## src/rtl/pwmq_pkg.sv

```systemverilog
package pwmq_pkg;
  // global register addresses
  localparam int ADDR_ENA  = 0;
  localparam int ADDR_DIS  = 1;
  localparam int ADDR_STAT = 2;
  localparam int ADDR_IRQ  = 3;
  // per-channel window
  localparam int CH_BASE   = 16;
  localparam int CH_STRIDE = 4;

  // strobes from control to one channel datapath
  typedef struct packed {
    logic start;
    logic run;
    logic wrMode;
    logic wrPeriod;
    logic wrDuty;
    logic wrUpd;
  } chanCmd_t;
endpackage

```

## src/rtl/pwmq_prescale.sv

```systemverilog
module pwmq_prescale #(
  parameter int PRES_MAX = 5
) (
  input  logic              clk,
  input  logic              rstN,
  output logic [PRES_MAX:0] tickVec
);
  localparam int DIV_W = (PRES_MAX < 1) ? 1 : PRES_MAX;

  logic [DIV_W-1:0] divCnt;

  always_ff @(posedge clk or negedge rstN) begin
    if (!rstN) divCnt <= '0;
    else       divCnt <= divCnt + 1'b1;
  end

  // tap p fires once every 2^p clocks
  generate
    for (genvar p = 0; p <= PRES_MAX; p++) begin : g_tap
      if (p == 0) begin : g_full
        assign tickVec[p] = 1'b1;
      end else begin : g_div
        assign tickVec[p] = &divCnt[p-1:0];
      end
    end
  endgenerate
endmodule

```

## src/rtl/pwmq_chan.sv

```systemverilog
module pwmq_chan
  import pwmq_pkg::*;
#(
  parameter int CNT_W    = 8,
  parameter int PRES_W   = 3,
  parameter int PRES_MAX = 5
) (
  input  logic              clk,
  input  logic              rstN,
  input  chanCmd_t          cmd,
  input  logic [CNT_W-1:0]  wrData,
  input  logic [PRES_MAX:0] tickVec,
  output logic              pwmOut,
  output logic              wrapEv,
  output logic              applied,
  output logic [CNT_W-1:0]  modeQ,
  output logic [CNT_W-1:0]  periodQ,
  output logic [CNT_W-1:0]  dutyQ,
  output logic [CNT_W-1:0]  updQ
);
  localparam int POL_BIT = PRES_W;
  localparam logic [PRES_W-1:0] PRES_CAP = PRES_W'(PRES_MAX);

  logic [PRES_W-1:0] presQ, presIn;
  logic              polQ;
  logic [CNT_W-1:0]  cnt, periodR, dutyR, updBuf;
  logic              updPend;
  logic              tick, stepEv, atEnd;

  assign presIn  = (wrData[PRES_W-1:0] > PRES_CAP) ? PRES_CAP : wrData[PRES_W-1:0];
  assign tick    = tickVec[presQ];
  assign atEnd   = ({1'b0, cnt} + (CNT_W+1)'(1)) >= {1'b0, periodR};
  assign stepEv  = cmd.run & tick;
  assign wrapEv  = stepEv & atEnd;
  assign applied = wrapEv & updPend;

  always_ff @(posedge clk or negedge rstN) begin
    if (!rstN) begin
      presQ <= '0;
      polQ  <= 1'b0;
    end else if (cmd.wrMode) begin
      presQ <= presIn;
      polQ  <= wrData[POL_BIT];
    end
  end

  always_ff @(posedge clk or negedge rstN) begin
    if (!rstN)           cnt <= '0;
    else if (cmd.start)  cnt <= '0;
    else if (stepEv)     cnt <= atEnd ? '0 : cnt + 1'b1;
  end

  always_ff @(posedge clk or negedge rstN) begin
    if (!rstN)             periodR <= '0;
    else if (cmd.wrPeriod) periodR <= wrData;
  end

  always_ff @(posedge clk or negedge rstN) begin
    if (!rstN)           dutyR <= '0;
    else if (cmd.wrDuty) dutyR <= wrData;
    else if (applied)    dutyR <= updBuf;
  end

  always_ff @(posedge clk or negedge rstN) begin
    if (!rstN) begin
      updBuf  <= '0;
      updPend <= 1'b0;
    end else if (cmd.wrUpd) begin
      updBuf  <= wrData;
      updPend <= 1'b1;
    end else if (applied) begin
      updPend <= 1'b0;
    end
  end

  assign pwmOut  = cmd.run ? ((cnt >= dutyR) ^ polQ) : polQ;
  assign modeQ   = CNT_W'({polQ, presQ});
  assign periodQ = periodR;
  assign dutyQ   = dutyR;
  assign updQ    = updBuf;

  // counter stays inside the period while running
  a_r2_cnt_in_range: assert property (@(posedge clk) disable iff (!rstN)
    (cmd.run && periodR != '0) |-> (cnt < periodR));

  // period is frozen while the channel keeps running
  a_r6_period_frozen: assert property (@(posedge clk) disable iff (!rstN)
    (cmd.run && $past(cmd.run)) |-> $stable(periodR));

  // working inactive count changes only at an applying wrap while running
  a_r7_duty_at_wrap: assert property (@(posedge clk) disable iff (!rstN)
    (cmd.run && $past(cmd.run) && !$past(applied)) |-> $stable(dutyR));
endmodule

```

## src/rtl/pwmq_ctrl.sv

```systemverilog
module pwmq_ctrl
  import pwmq_pkg::*;
#(
  parameter int NCH    = 4,
  parameter int CNT_W  = 8,
  parameter int ADDR_W = 6
) (
  input  logic                       clk,
  input  logic                       rstN,
  input  logic                       wrEn,
  input  logic                       rdEn,
  input  logic [ADDR_W-1:0]          addr,
  input  logic [NCH-1:0]             wrBits,
  input  logic [NCH-1:0]             wrapEv,
  input  logic [NCH-1:0]             applied,
  input  logic [NCH-1:0][CNT_W-1:0]  modeQ,
  input  logic [NCH-1:0][CNT_W-1:0]  periodQ,
  input  logic [NCH-1:0][CNT_W-1:0]  dutyQ,
  input  logic [NCH-1:0][CNT_W-1:0]  updQ,
  output chanCmd_t [NCH-1:0]         cmdVec,
  output logic [CNT_W-1:0]           rdData,
  output logic                       irq
);
  logic [NCH-1:0]    running, disPend, irqStat;
  logic [NCH-1:0]    enaBit, disBit, sel;
  logic [ADDR_W-1:0] chRel;
  logic [1:0]        regOff;
  logic              chHit, clrIrq, hitEna, hitDis;

  assign hitEna = wrEn && (addr == ADDR_W'(ADDR_ENA));
  assign hitDis = wrEn && (addr == ADDR_W'(ADDR_DIS));
  assign enaBit = {NCH{hitEna}} & wrBits;
  assign disBit = {NCH{hitDis}} & wrBits;
  assign clrIrq = rdEn && (addr == ADDR_W'(ADDR_IRQ));
  assign chRel  = addr - ADDR_W'(CH_BASE);
  assign regOff = chRel[1:0];
  assign chHit  = (addr >= ADDR_W'(CH_BASE)) && (chRel < ADDR_W'(CH_STRIDE*NCH));

  always_comb begin
    for (int c = 0; c < NCH; c++) begin
      sel[c]             = chHit && (chRel[ADDR_W-1:2] == (ADDR_W-2)'(c));
      cmdVec[c].start    = enaBit[c] && !running[c];
      cmdVec[c].run      = running[c];
      cmdVec[c].wrMode   = wrEn && sel[c] && (regOff == 2'd0);
      cmdVec[c].wrPeriod = wrEn && sel[c] && (regOff == 2'd1) && !running[c];
      cmdVec[c].wrDuty   = wrEn && sel[c] && (regOff == 2'd2) && !running[c];
      cmdVec[c].wrUpd    = wrEn && sel[c] && (regOff == 2'd3);
    end
  end

  always_ff @(posedge clk or negedge rstN) begin
    if (!rstN) begin
      running <= '0;
      disPend <= '0;
      irqStat <= '0;
    end else begin
      for (int c = 0; c < NCH; c++) begin
        if (enaBit[c]) begin
          running[c] <= 1'b1;
          disPend[c] <= 1'b0;
        end else begin
          if (wrapEv[c] && disPend[c])
            running[c] <= 1'b0;
          if (disBit[c] && running[c] && !(wrapEv[c] && disPend[c]))
            disPend[c] <= 1'b1;
          else if (wrapEv[c])
            disPend[c] <= 1'b0;
        end
      end
      irqStat <= (irqStat & ~{NCH{clrIrq}}) | applied;
    end
  end

  always_comb begin
    rdData = '0;
    if (addr == ADDR_W'(ADDR_STAT))     rdData = CNT_W'(running);
    else if (addr == ADDR_W'(ADDR_IRQ)) rdData = CNT_W'(irqStat);
    for (int c = 0; c < NCH; c++) begin
      if (sel[c]) begin
        case (regOff)
          2'd0:    rdData = modeQ[c];
          2'd1:    rdData = periodQ[c];
          2'd2:    rdData = dutyQ[c];
          default: rdData = updQ[c];
        endcase
      end
    end
  end

  assign irq = |irqStat;

  generate
    for (genvar c = 0; c < NCH; c++) begin : g_chk
      // a channel only stops on its own wrap
      a_r9_stop_on_wrap: assert property (@(posedge clk) disable iff (!rstN)
        $fell(running[c]) |-> $past(wrapEv[c]));
      // a flag is raised only by an applying wrap
      a_r8_flag_from_apply: assert property (@(posedge clk) disable iff (!rstN)
        $rose(irqStat[c]) |-> $past(applied[c]));
      // a channel starts only through the start register
      a_r2_start_by_write: assert property (@(posedge clk) disable iff (!rstN)
        $rose(running[c]) |-> $past(wrEn && addr == ADDR_W'(ADDR_ENA)));
    end
  endgenerate
endmodule

```

## src/rtl/pwm_quad_buf.sv

```systemverilog
module pwm_quad_buf
  import pwmq_pkg::*;
#(
  parameter int NCH      = 4,
  parameter int CNT_W    = 8,
  parameter int PRES_W   = 3,
  parameter int PRES_MAX = 5,
  parameter int ADDR_W   = 6
) (
  input  logic              clk,
  input  logic              rstN,
  input  logic              wrEn,
  input  logic              rdEn,
  input  logic [ADDR_W-1:0] addr,
  input  logic [CNT_W-1:0]  wrData,
  output logic [CNT_W-1:0]  rdData,
  output logic [NCH-1:0]    pwmOut,
  output logic              irq
);
  logic [PRES_MAX:0]            tickVec;
  chanCmd_t [NCH-1:0]           cmdVec;
  logic [NCH-1:0]               wrapEv, applied;
  logic [NCH-1:0][CNT_W-1:0]    modeQ, periodQ, dutyQ, updQ;

  pwmq_prescale #(.PRES_MAX(PRES_MAX)) u_pres (
    .clk(clk), .rstN(rstN), .tickVec(tickVec)
  );

  pwmq_ctrl #(.NCH(NCH), .CNT_W(CNT_W), .ADDR_W(ADDR_W)) u_ctrl (
    .clk(clk), .rstN(rstN), .wrEn(wrEn), .rdEn(rdEn), .addr(addr),
    .wrBits(wrData[NCH-1:0]), .wrapEv(wrapEv), .applied(applied),
    .modeQ(modeQ), .periodQ(periodQ), .dutyQ(dutyQ), .updQ(updQ),
    .cmdVec(cmdVec), .rdData(rdData), .irq(irq)
  );

  generate
    for (genvar c = 0; c < NCH; c++) begin : g_ch
      pwmq_chan #(.CNT_W(CNT_W), .PRES_W(PRES_W), .PRES_MAX(PRES_MAX)) u_chan (
        .clk(clk), .rstN(rstN), .cmd(cmdVec[c]), .wrData(wrData),
        .tickVec(tickVec), .pwmOut(pwmOut[c]), .wrapEv(wrapEv[c]),
        .applied(applied[c]), .modeQ(modeQ[c]), .periodQ(periodQ[c]),
        .dutyQ(dutyQ[c]), .updQ(updQ[c])
      );
    end
  endgenerate
endmodule

```

## config.mk

```make
export PLATFORM = sky130hd
export DESIGN_NAME = pwm_quad_buf
export DESIGN_NICKNAME = d
export VERILOG_FILES = /design/src/rtl/pwmq_pkg.sv /design/src/rtl/pwmq_prescale.sv /design/src/rtl/pwmq_chan.sv /design/src/rtl/pwmq_ctrl.sv /design/src/rtl/pwm_quad_buf.sv
export SDC_FILE = /design/constraint.sdc
export NUM_CORES = 1
export LEC_CHECK = 0
export BUFFER_PORTS_ARGS = -buffer_cell sky130_fd_sc_hd__buf_2
export CORE_MARGIN = 2
export CORE_UTILIZATION = 30
export DETAILED_ROUTE_END_ITERATION = 10
export SYNTH_ARGS = -nofsm -noshare
export SYNTH_HDL_FRONTEND = slang
export SYNTH_SLANG_ARGS = --single-unit
```

## constraint.sdc

```tcl
create_clock -name clk -period 3.9 [get_ports clk]
set_input_delay 0.39 -clock clk [delete_from_list [all_inputs] [get_ports clk]]
set_output_delay 0.39 -clock clk [all_outputs]
set_load 0.005 [all_outputs]
```

======== Word-level counts from Yosys, hierarchy flattened ========
Index checks and enable logic that the tools add are counted.
word-level totals
  register bits after elaboration ......... 165
operators by class
  add/subtract/negate cells ............... 10
  $lt $le $gt $ge ......................... 15
  eq/ne operators ......................... 9
  multiplexer cells ....................... 71
  bitwise operators ....................... 21
  reductions and logical operators ........ 88
operators with widths
  kind                   number
  $mux W8                24
  $pmux W8 S3            4
  $logic_and A1 B1 Y1    52
  $add A8 B1 Y9 const B  4
  $ge A9 B8 Y1           4
  $mux W1                36
  $add A8 B1 Y8 const B  4
  $ge A8 B8 Y1           4
  $reduce_bool A2 Y1     16
  $lt A3 B4 Y1 const B   4
  $and A1 B1 Y1          12
  $and A4 B4 Y4          3
  $bmux W1 S3            4
  $eq A6 B2 Y1 const B   2
  $reduce_bool A3 Y1     4
  $eq A4 B2 Y1 const B   2
  $logic_not A1 Y1       8
  $mux W4                2
  $eq A6 B1 Y1 const B   1
  $ge A6 B5 Y1 const B   1
  $logic_not A6 Y1       1
  $lt A6 B5 Y1 const B   1
  $sub A6 B5 Y6 const B  1
  $add A5 B1 Y5 const B  1
  other kinds (15)       19

======== Logic depth before layout (Yosys ltp) ========
  depth in word-level cells ............... 10
  mapped depth ............................ 13
  mapped depth without buffers ............ 12

======== By module ========
A second synthesis with hierarchy kept.
second synthesis, totals
  cells, all modules ...................... 1092
  area, all modules ....................... 10832.9 µm²
modules (own cells, without submodules)
  module         times used  cells each  area each (µm²)  sequential area each (µm²)
  pwmq_chan      4           225         2188.3           925.9
  pwmq_ctrl      1           177         1873.0           300.3
  pwmq_prescale  1           15          206.4            125.1

======== Worst setup path before layout ========
OpenSTA, ideal clock, no wires.
  path type ............................... register -> register
  start ................................... register g_ch[3].u_chan.cnt[0]
  end ..................................... register g_ch[3].u_chan.dutyR[0]
  setup time .............................. 0.125 ns
  data arrival time ....................... 2.680 ns
  data required time ...................... 3.775 ns
  setup slack ............................. 1.095 ns
  stages on the path, launching flop included .. 11
  buffers on the path ..................... 0
  cells stage by stage .................... dfrtp_1 > ha_1 > nand3_1 > or2_2 > nand2_1 > ha_1 > a21o_1 > a211oi_2 > a21oi_2 > a21oi_2 > mux2_2
on the way
  cells in the longest elaborated chain, start to end .. 5
RTL lines
  element                       RTL line         RTL
  from (decl)                   pwmq_chan.sv:26  logic [CNT_W-1:0] cnt, periodR, dutyR, updBuf;
  from (signal assigned)        pwmq_chan.sv:50  else if (stepEv) cnt <= atEnd ? '0 : cnt + 1'b1;
  $add A8 B1 Y9                 pwmq_chan.sv:32  assign atEnd = ({1'b0, cnt} + (CNT_W+1)'(1)) >= {1'b0, periodR};
  $ge A9 B8 Y1                  pwmq_chan.sv:32
  $and A1 B1 Y1                 pwmq_chan.sv:34  assign wrapEv = stepEv & atEnd;
  $and A1 B1 Y1                 pwmq_chan.sv:35  assign applied = wrapEv & updPend;
  $reduce_bool A2 Y1 (no line)  n/a
  to (signal assigned)          pwmq_chan.sv:60  else if (cmd.wrDuty) dutyR <= wrData;
  to (signal assigned)          pwmq_chan.sv:61  else if (applied) dutyR <= updBuf;
  to (decl)                     pwmq_chan.sv:26
Every way passes these cells.
A chain may end at the register's enable or synchronous reset.

======== Worst setup path in the final report ========
  start ................................... register u_pres.divCnt[0]
  end ..................................... register g_ch[1].u_chan.dutyR[3]
on the way
  cells in the longest elaborated chain, start to end .. 7
  elaborated cells between the ends (all ways) .. 10
  classes of those cells .................. 2 x mux; 3 x bitwise; 5 x reduce/logical
RTL lines
  element                                          RTL line             RTL
  from (decl)                                      pwmq_prescale.sv:10  logic [DIV_W-1:0] divCnt;
  from (signal assigned)                           pwmq_prescale.sv:14  else divCnt <= divCnt + 1'b1;
  $reduce_and A5 Y1, or another cell as far along  pwmq_prescale.sv:23  assign tickVec[p] = &divCnt[p-1:0];
  $bmux W1 S3 (*)                                  pwmq_chan.sv:31      assign tick = tickVec[presQ];
  $mux W1 (not written as such) (*)                pwmq_chan.sv:31
  $and A1 B1 Y1 (*)                                pwmq_chan.sv:33      assign stepEv = cmd.run & tick;
  $and A1 B1 Y1 (*)                                pwmq_chan.sv:34
  $and A1 B1 Y1 (*)                                pwmq_chan.sv:35
  $reduce_bool A2 Y1 (no line) (*)                 n/a
  to (signal assigned)                             pwmq_chan.sv:60
  to (signal assigned)                             pwmq_chan.sv:61
  to (decl)                                        pwmq_chan.sv:26
Mark *: on every way between the ends. The rest lies on a longest branch, timed or not. The select of a mux whose other input is x is not followed.

==> metrics.txt <==
Rel. slew slack 32.84%; Int Power between 0.003 and 0.004 W; max-cap violations 0; top-count cell post-synth dfrtp_1; worst setup path class reg -> reg; final hold slack -23.84 ps; PwrDens around 510 nW/um^2; top cells by count, synth dfrtp_1 (165), nand2_1 (118), inv_1 (75); Area growth syn-to-layout 11.80%; Die Y-Extent 186.5 um; Clock Skew 10.70 ps; DR DRC count 0; nets 1109; Fin. Hold Viols 14; Clock Tree Root clkbuf_16; CTS tree built; Sw Pwr 0.002010 W; Routed Antenna Nets 0; # IOs 31; clock transition at the registers of the reported paths approximately 80 ps; Post-synth EDFFs 0; total track usage between 15 and 20%; cells after synthesis approximately 1000; crit end category register; Post-Route WL 26730 um; crit path buf inv count 2; synth top area cells dfrtp_1 (41%), ha_1 (8.9%), mux2_2 (5.3%), mux2i_1 (5.1%), nand2_1 (4.4%); Yosys top cell area share between 40% and 50%; vias in the first global route roughly 7600; Arr. time, crit path 3490 ps; dpl cell area 10590 sq um; Final Max Slew Viols 0; CTS buffer count 17; std cell rows 66; post-CTS setup repair buffer count 0; Die Footprint ~35000 sq um; vias per cell 5.143; VDD IR max ~0.23 mV; DR pass1 iterations 5; Sw Ratio 35.17%; final setup TNS 0 ps; worst-path fanout max 7; Congestion Overflow GR 0; min Tclk post-route 3181 ps; ys flop type dfrtp_1; Final Util 34.15%; synthesized area between 9000 and 10000 sq um; final instance area approximately 11000 sq um; failing checks negative hold slack; TritonCTS Sinks approximately 170; initial antenna violation count 1; Die Width 186.5 um; Final period util around four fifths; status finished with violations; Distinct cells, synth 58; Top delay family on crit path compound AO/OA/AOI/OAI gates; first-pass GRT wire length roughly 42000 um; via count 7591; HPWL Detailed 19560 um; port bufs 30; Worst path slowest cell a21oi_1; Seq/Total Area, Yosys approximately 41%; drt initial violations slightly below 600; area leader, netlist dfrtp_1; Required @ worst endpoint around 4200 ps; combinational power share between 20 and 30%; share of cells above drive strength 1 ~16%; actual slew at the worst max-slew pin 1007 ps; core area 32700 sq um; WL/cell 18.11 um; CP startpoint kind register; delay of the slowest cell on the worst path between 500 and 600 ps; H-tree depth 4; Fmax 314.4 MHz; Starting Density between 30% and 40%; post-CTS sizing 0; Placer Congestion 0.8494; cts hold-fix bufs 0; RSZ-0062 raised after global routing no; share of power burned in the clock network between 20 and 30%; share of power burned in registers 42.1%; fill count ~3300; Clock Latency Late Sink around 440 ps; crit-path cells ha_1, nand3_1, inv_1, ha_1, nor2b_1, o31ai_1, nand4_1, a21oi_1, buf_4, mux2i_1, a21oi_1; Seq cells post-synth around 170; syn nets approximately 1100; Clock Path Buffers 2; Post-synth ARST share 100.0%; Syn. warnings 0; Avg Cell Area, Syn 9.970 sq um; Tot Pwr 0.005714 W; leakage about 5.4 nW; largest net degree at the start of global routing 79; worst hold path class in -> async; Final setup viols 0
-- cell usage in the layout, fill, tap and decap left out, types with 18 or more instances in the layout --
| cell | netlist | routed |
|---|---|---|
| inv_1 | 75 | 75 |
| mux2i_1 | 51 | 51 |
| a22oi_1 | 18 | 18 |
| a21oi_1 | 39 | 39 |
| o21ai_0 | 70 | 70 |
| dfrtp_1 | 165 | 165 |
| nand2b_1 | 23 | 23 |
| ha_1 | 71 | 71 |
| a21o_1 | 29 | 29 |
| nand2_1 | 118 | 118 |
| mux2_2 | 47 | 47 |
| nand3_1 | 35 | 35 |
| buf_2 | 13 | 29 |
| nor2_1 | 35 | 35 |
-- area by class of cell --
cell class                      count  area, sq um  area share, %
Tap cell                          442        553.0          4.952
Timing Repair Buffer               44        274.0          2.454
Clock buffer                       18        439.2          3.932
Sequential cell                   165         4129          36.97
Clock inverter                     14        141.4          1.266
Multi-Input combinational cell    717         5348          47.88
Antenna cell                        1        2.502        0.02241
Inverter                           75        281.5          2.521
-- registers in the layout, summed over array words and instances (netlist names) --
register,flops
g_ch.u_chan.polQ,4
g_ch.u_chan.presQ,12
u_ctrl.running,4
u_ctrl.disPend,4
g_ch.u_chan.updQ,32
g_ch.u_chan.cnt,32
g_ch.u_chan.updPend,4
g_ch.u_chan.periodQ,32
g_ch.u_chan.dutyQ,32
u_pres.divCnt,5
u_ctrl.irqStat,4
-- logic make-up (layout without fill, tap and decap cells) --
kind of cell | count (synthesis) | count (layout) | synth area share, %
other cells | 0 | 1 | 0
flops | 165 | 165 | 41.33
mux | 115 | 115 | 14.13
simple gates | 283 | 283 | 13.75
compound gates | 230 | 230 | 15.08
xor+xnor | 18 | 18 | 1.578
fa+ha+maj | 71 | 71 | 8.893
buf+inv | 120 | 151 | 5.235
-- worst paths after layout --
| path | start | slack [ps] | to | cells past startpoint |
|---|---|---|---|---|
| worst min register to register | u_ctrl.disPend[2]$_DFFE_PN0P_ | 480 | u_ctrl.disPend[2]$_DFFE_PN0P_ | 1 |
| max in group asynchronous | rstN | 2970 | g_ch[3].u_chan.dutyQ[5]$_DFFE_PN0P_ | 2 |
| min in group clk | wrData[6] | 380 | g_ch[0].u_chan.periodQ[6]$_DFFE_PN0P_ | 3 |
| worst min-delay path | rstN | -20 | g_ch[2].u_chan.cnt[0]$_DFFE_PN0P_ | 1 |
| worst max register to register | u_pres.divCnt[0]$_DFF_PN0_ | 720 | g_ch[1].u_chan.dutyQ[3]$_DFFE_PN0P_ | 11 |
| worst max-delay path | u_pres.divCnt[0]$_DFF_PN0_ | 720 | g_ch[1].u_chan.dutyQ[3]$_DFFE_PN0P_ | 11 |
-- power by group through the flow --
stage                     logic, W  registers (W)  clock network [W]
final                      0.00162        0.00241            0.00169
after detailed placement   0.00162        0.00244                  0
after global placement     0.00158        0.00243                  0
after floorplan            0.00122        0.00231                  0
after global routing       0.00184        0.00246            0.00178
after CTS                  0.00163        0.00240            0.00171
-- per-stage QoR --
step | cells | worst slack [ps]
2_1_floorplan | 1002 | 1095
3_3_place_gp | 1443 | 825.2
3_5_place_dp | 1443 | 747.6
4_1_cts | 1475 | 738.2
5_1_grt | 1475 | 457.2
6_report | 1476 | 719.0
-- worst reg2reg max path, stage by stage, from the launching register on --
cell,delay [ps]
dfrtp_1,460
ha_1,340
nand3_1,260
inv_1,110
ha_1,220
nor2b_1,60
o31ai_1,360
nand4_1,160
a21oi_1,520
buf_4,270
mux2i_1,210
a21oi_1,80
-- per-layer routing --
metal / track usage [%] / share of wire [%]
met4: 5.403 / 2.2
met5: 0 / 0.041
met1: 21.32 / 47
met3: 2.652 / 4.6
met2: 24.71 / 46
(Power assumes the default switching activity.)
